**src/rtl/lvds_map_pkg.sv**
```systemverilog
package lvds_map_pkg;

  localparam int COLOR_W  = 8;
  localparam int FIELD_W  = 6;
  localparam int EXTRA_W  = COLOR_W - FIELD_W;
  localparam int SLOT_CNT = 7;
  localparam int LANE_CNT = 4;
  localparam int SLOT_W   = $clog2(SLOT_CNT);

  // bit s is the lane clock level in slot s
  localparam logic [SLOT_CNT-1:0] LCLK_PATTERN = 7'b1100011;

  typedef enum logic [1:0] {
    MAP_18      = 2'd0,
    MAP_24_LOW  = 2'd1,
    MAP_24_HIGH = 2'd2
  } map_e;

  typedef struct packed {
    logic [COLOR_W-1:0] red;
    logic [COLOR_W-1:0] grn;
    logic [COLOR_W-1:0] blu;
    logic               hs;
    logic               vs;
    logic               de;
  } pixel_t;

  function automatic map_e decode_map(input logic [1:0] code);
    case (code)
      2'd1:    return MAP_24_LOW;
      2'd2:    return MAP_24_HIGH;
      default: return MAP_18;
    endcase
  endfunction

endpackage

```
**src/rtl/lvds_slot_ctr.sv**
```systemverilog
module lvds_slot_ctr #(
  parameter int SLOTS = 7,
  localparam int SW = $clog2(SLOTS)
) (
  input  logic          clk,
  input  logic          rst,
  input  logic          take,
  output logic          run_o,
  output logic [SW-1:0] slot_o,
  output logic          ready_o
);

  localparam logic [SW-1:0] LAST = SW'(SLOTS - 1);

  logic          run_q;
  logic [SW-1:0] slot_q;

  always_ff @(posedge clk) begin
    if (rst) begin
      run_q  <= 1'b0;
      slot_q <= '0;
    end else if (!run_q) begin
      if (take) begin
        run_q  <= 1'b1;
        slot_q <= '0;
      end
    end else if (slot_q == LAST) begin
      slot_q <= '0;
    end else begin
      slot_q <= slot_q + 1'b1;
    end
  end

  assign run_o   = run_q;
  assign slot_o  = slot_q;
  assign ready_o = !run_q || (slot_q == LAST);

endmodule

```
**src/rtl/lvds_pix_capture.sv**
```systemverilog
module lvds_pix_capture
  import lvds_map_pkg::*;
(
  input  logic       clk,
  input  logic       rst,
  input  logic       take,
  input  logic       refill,
  input  pixel_t     pix_i,
  input  logic [1:0] map_i,
  output pixel_t     hold_o,
  output map_e       map_o
);

  pixel_t hold_q;
  map_e   map_q;

  always_ff @(posedge clk) begin
    if (rst) begin
      hold_q <= '0;
      map_q  <= MAP_18;
    end else if (take) begin
      hold_q <= pix_i;
      map_q  <= decode_map(map_i);
    end else if (refill) begin
      hold_q.red <= '0;
      hold_q.grn <= '0;
      hold_q.blu <= '0;
      hold_q.de  <= 1'b0;
    end
  end

  assign hold_o = hold_q;
  assign map_o  = map_q;

endmodule

```
**src/rtl/lvds_lane_map.sv**
```systemverilog
module lvds_lane_map
  import lvds_map_pkg::*;
(
  input  pixel_t              pix,
  input  map_e                map,
  input  logic [SLOT_W-1:0]   slot,
  input  logic                run,
  output logic [LANE_CNT-1:0] lane_o,
  output logic                lclk_o
);

  logic [FIELD_W-1:0]  xr, xg, xb;
  logic [EXTRA_W-1:0]  er, eg, eb;
  logic [SLOT_CNT-1:0] word [LANE_CNT];

  always_comb begin
    if (map == MAP_24_HIGH) begin
      xr = pix.red[COLOR_W-1:EXTRA_W];
      xg = pix.grn[COLOR_W-1:EXTRA_W];
      xb = pix.blu[COLOR_W-1:EXTRA_W];
      er = pix.red[EXTRA_W-1:0];
      eg = pix.grn[EXTRA_W-1:0];
      eb = pix.blu[EXTRA_W-1:0];
    end else begin
      xr = pix.red[FIELD_W-1:0];
      xg = pix.grn[FIELD_W-1:0];
      xb = pix.blu[FIELD_W-1:0];
      er = pix.red[COLOR_W-1:FIELD_W];
      eg = pix.grn[COLOR_W-1:FIELD_W];
      eb = pix.blu[COLOR_W-1:FIELD_W];
    end
  end

  // word bit s is the lane bit sent in slot s
  always_comb begin
    word[0] = {xr[0], xr[1], xr[2], xr[3], xr[4], xr[5], xg[0]};
    word[1] = {xg[1], xg[2], xg[3], xg[4], xg[5], xb[0], xb[1]};
    word[2] = {xb[2], xb[3], xb[4], xb[5], pix.hs, pix.vs, pix.de};
    if (map == MAP_18) begin
      word[3] = '0;
    end else begin
      word[3] = {er[0], er[1], eg[0], eg[1], eb[0], eb[1], 1'b0};
    end
  end

  for (genvar l = 0; l < LANE_CNT; l++) begin : g_lane
    assign lane_o[l] = run & word[l][slot];
  end

  assign lclk_o = run & LCLK_PATTERN[slot];

endmodule

```
**src/rtl/lvds_pixel_serializer.sv**
```systemverilog
module lvds_pixel_serializer
  import lvds_map_pkg::*;
(
  input  logic                clk_bit,
  input  logic                rst,
  input  logic                pix_valid,
  output logic                pix_ready,
  input  logic [COLOR_W-1:0]  pix_red,
  input  logic [COLOR_W-1:0]  pix_grn,
  input  logic [COLOR_W-1:0]  pix_blu,
  input  logic                pix_hs,
  input  logic                pix_vs,
  input  logic                pix_de,
  input  logic [1:0]          map_sel,
  output logic [LANE_CNT-1:0] lane_data,
  output logic                lane_clk
);

  logic              run_q;
  logic [SLOT_W-1:0] slot_q;
  logic              take;
  logic              refill;
  pixel_t            pix_in;
  pixel_t            hold_q;
  map_e              map_q;

  assign take   = pix_valid & pix_ready;
  assign refill = run_q & pix_ready & ~pix_valid;
  assign pix_in = '{red: pix_red, grn: pix_grn, blu: pix_blu,
                    hs: pix_hs, vs: pix_vs, de: pix_de};

  lvds_slot_ctr #(.SLOTS(SLOT_CNT)) u_ctr (
    .clk     (clk_bit),
    .rst     (rst),
    .take    (take),
    .run_o   (run_q),
    .slot_o  (slot_q),
    .ready_o (pix_ready)
  );

  lvds_pix_capture u_cap (
    .clk    (clk_bit),
    .rst    (rst),
    .take   (take),
    .refill (refill),
    .pix_i  (pix_in),
    .map_i  (map_sel),
    .hold_o (hold_q),
    .map_o  (map_q)
  );

  lvds_lane_map u_map (
    .pix    (hold_q),
    .map    (map_q),
    .slot   (slot_q),
    .run    (run_q),
    .lane_o (lane_data),
    .lclk_o (lane_clk)
  );

endmodule

```
**config.mk**
```make
export PLATFORM = sky130hd
export DESIGN_NAME = lvds_pixel_serializer
export DESIGN_NICKNAME = d
export VERILOG_FILES = /design/src/rtl/lvds_map_pkg.sv /design/src/rtl/lvds_slot_ctr.sv /design/src/rtl/lvds_pix_capture.sv /design/src/rtl/lvds_lane_map.sv /design/src/rtl/lvds_pixel_serializer.sv
export SDC_FILE = /design/constraint.sdc
export NUM_CORES = 1
export LEC_CHECK = 0
export ABC_AREA = 0
export ABC_CLOCK_PERIOD_IN_PS = 1800
export BUFFER_PORTS_ARGS = -buffer_cell sky130_fd_sc_hd__buf_2
export CORE_MARGIN = 2
export CORE_UTILIZATION = 48
export DETAILED_ROUTE_END_ITERATION = 8
export GPL_ROUTABILITY_DRIVEN = 1
export PLACE_DENSITY = 0.82
export SLEW_MARGIN = 10
export SYNTH_ARGS = -nofsm -noshare
export SYNTH_HDL_FRONTEND = slang
export SYNTH_SLANG_ARGS = --single-unit
export TNS_END_PERCENT = 30
```
**constraint.sdc**
```tcl
create_clock -name clk_bit -period 1.8 [get_ports clk_bit]
set_input_delay 0.36 -clock clk_bit [delete_from_list [all_inputs] [get_ports clk_bit]]
set_output_delay 0.36 -clock clk_bit [all_outputs]
set_load 0.05 [all_outputs]
```
==> results.cfg <==
[synth]
ys_types = 37
syn-cell-area_um2 = 1720
synth.most_common_cell = dfxtp_1
seq_area_frac_synth = 0.397
synthesis.nets = 219
syn_inst = 187
avgSynthCellArea_um2 = 9.17
netlist_top_cells_area = dfxtp_1, a22oi_1, nor2_1
synth_area_leader_cell = dfxtp_1
yosysTopAreaCellShare = 0.397
synth_ff_type = dfxtp_1
ys_seq_elements = 34
yosysWarnings = 0
synthTopCellsByCount = dfxtp_1, nor2_1, a22oi_1, nand2_1, a21oi_1
async_flop_share = 0
synth_edf_count = 0

[placed_design]
gp_congestion = 0.830
dp_hpwl_um = 2970
port_buffers = 37

[floorplanning]
design.die.area_um2 = 4070
core_area_um2 = 3390
die_h_um = 63.8
ios = 38
num_rows = 21
die_x_um = 63.8
start_util = 0.506

[global_route]
grt_pass1_vias = 1681
grt_pass1_wl_um = 7710
antenna_found_initial = 0
grt_max_degree = 30
gr-total-overflow = 0
track_usage = 0.245

[final_layout]
fin_nets = 278
area_growth_syn_to_layout_pct = 37.1
utilization = 0.694
drive_above_1_share = 0.415
n_antenna_cell = 0

[sta]
setup_ws_ns = -0.709
grt_setup_unrepaired = yes
setup_viol = 5
fmax_mhz = 399
finalMaxSlewViolations = 0
fin_skew_ns = 0.00522
finalCritPeriodShare = 1.39
tightest_slew_ns = 0.413
slew-limit-headroom = 0.724
post-route-min-period_ns = 2.51
hold_viol = 0
setup-tns-final_ns = -2.55

[outcome]
status = finished, violations left
failed_checks = setup timing

[critical_path]
crit_type = register to primary output
slowest_stage = mux4_2
critPathMaxStageDelay_ns = 0.54
cp-end-kind = primary output
arrival_ns = 2.15
path_delay_family = multiplexers
cp_max_fo = 5
start_kind = register
crit_buf_inv = 1
path_cells = nor2b_4, mux4_2, mux2_4, o221a_4, buf_6
cp.required_ns = 1.44

[routing]
routed_wl_um = 4650
drt_first_iter_violations = 136
vias = 1711
postRouteAntennaNets = 0
wl_per_cell_um = 15.9
via_per_inst = 5.86
firstDrtPassIters = 5
drcViolationCount = 0

[power_and_ir_drop]
p_leak_uw = 0.000944
p_total_uw = 1560
power_switching_uw = 452
ir_drop_v = 0.000451
power.density_nw_per_um2 = 663
p_sw_frac = 0.290
comb_power_share = 0.214
intPower_uw = 1110
p_clk_frac = 0.252
p_seq_frac = 0.534

[cts]
cts-root-buf = clkbuf_4
cts_tree = built
cts_hold_buf = 0
clock-sinks = 34
cts.clk_slew.worst_paths_ns = 0.09
clkLatencyLatePin_ns = 0.35
clockBufferDepth = 2
htree_levels = 2
cts_buffers = 5

[run]
drv_cap = 0

[worst_hold_path]
hp-class = input port to register
[flip-flops by register name (all words and copies together) (netlist names), named ones only]
signal,cells
u_cap.map_o,2
u_cap.hold_o,27
u_ctr.slot_o,3
u_ctr.run_o,1
[routing by layer]
layer / up-vias / GRT usage / routed length (µm)
met4: 0 / 0.147 / 167
met1: 819 / 0.308 / 1940
met3: 17 / 0.0528 / 313
li1: 802 / - / -
met2: 73 / 0.385 / 2230
met5: - / 0 / 0
[cell type report]
class                   count  area [µm²]
fillers                   252        1040
multi-input cells         134        1020
flip-flops and latches     34         688
repair buffers             70         537
well taps                  46        57.6
clock buffers               5        37.5
clock inverters             2        10.0
inverters                   1        3.75
[placed cells by master, fill, tap and decap left out, types with 2 or more instances in the layout]
master and count:
mux2i_1 5, a22oi_2 2, a22oi_1 26, clkinv_2 2
buf_2 32, nor2b_4 2, buf_8 2, buf_4 26
nand2b_1 2, nand3b_1 4, a211oi_1 5, nand2_1 12
clkbuf_4 5, a221oi_1 2, buf_12 2, buf_6 7
mux2_4 2, nor2b_1 5, o21ai_0 6, a221oi_2 2
dfxtp_1 30, and2_1 2, nor2_1 29, a21oi_1 7
dfxtp_2 3, mux4_2 4
[through the flow]
step	std cells	hold slack [ns]	cell area, µm²	setup WS [ns]
5_1_grt	292	0.233	2350	-0.762
4_1_cts	292	0.243	2330	-0.689
2_1_floorplan	187	0.433	1760	-0.277
3_3_place_gp	279	0.452	2120	-0.359
3_5_place_dp	279	0.461	2120	-0.390
6_report	292	0.250	2350	-0.709
[worst reg2reg max path, delay by kind of cell, from the launching register on]
family,cells,cell delay (ns)
buffers and inverters,3,0.42
flip-flops,1,0.39
AO/OA/AOI/OAI,2,0.44
AND/OR/NAND/NOR,3,0.36
[worst paths after layout]
| kind | endpoint | cells past startpoint | startpoint | slack, ns |
|---|---|---|---|---|
| hold / removal | u_cap.hold_o[2] | 3 | pix_hs | 0.25 |
| setup reg to reg | u_cap.hold_o[25] | 8 | u_ctr.slot_o[1] | 0.07 |
| hold reg to reg | u_cap.hold_o[1] | 2 | u_cap.hold_o[1] | 0.48 |
| setup / recovery | lane_data[1] | 5 | u_cap.map_o[1] | -0.71 |
[what timing repair did]
action                                  4_1_cts  5_1_grt
endpoints found under the setup margin       32        6
pin swaps                                     8        2
cloned                                        1        0
resized for setup                            31        5
buffers inserted                              5        0
[power groups by stage]
| stage | clock network (µW) | logic (µW) | registers, µW |
|---|---|---|---|
| 3_5_place_dp | 0 | 296 | 844 |
| 6_report | 392 | 334 | 832 |
| 5_1_grt | 441 | 361 | 837 |
| 3_3_place_gp | 0 | 289 | 843 |
| 4_1_cts | 398 | 325 | 830 |
| 2_1_floorplan | 0 | 196 | 828 |
[logic make-up after synthesis]
logic type	count (synthesis)	synth area share
AO/OA/AOI/OAI	60	0.245
XOR/XNOR	1	0.00511
buffers and inverters	19	0.0634
flip-flops	34	0.397
multiplexers	12	0.119
AND/OR/NAND/NOR	61	0.171
Power figures use the tool's default switching activity.
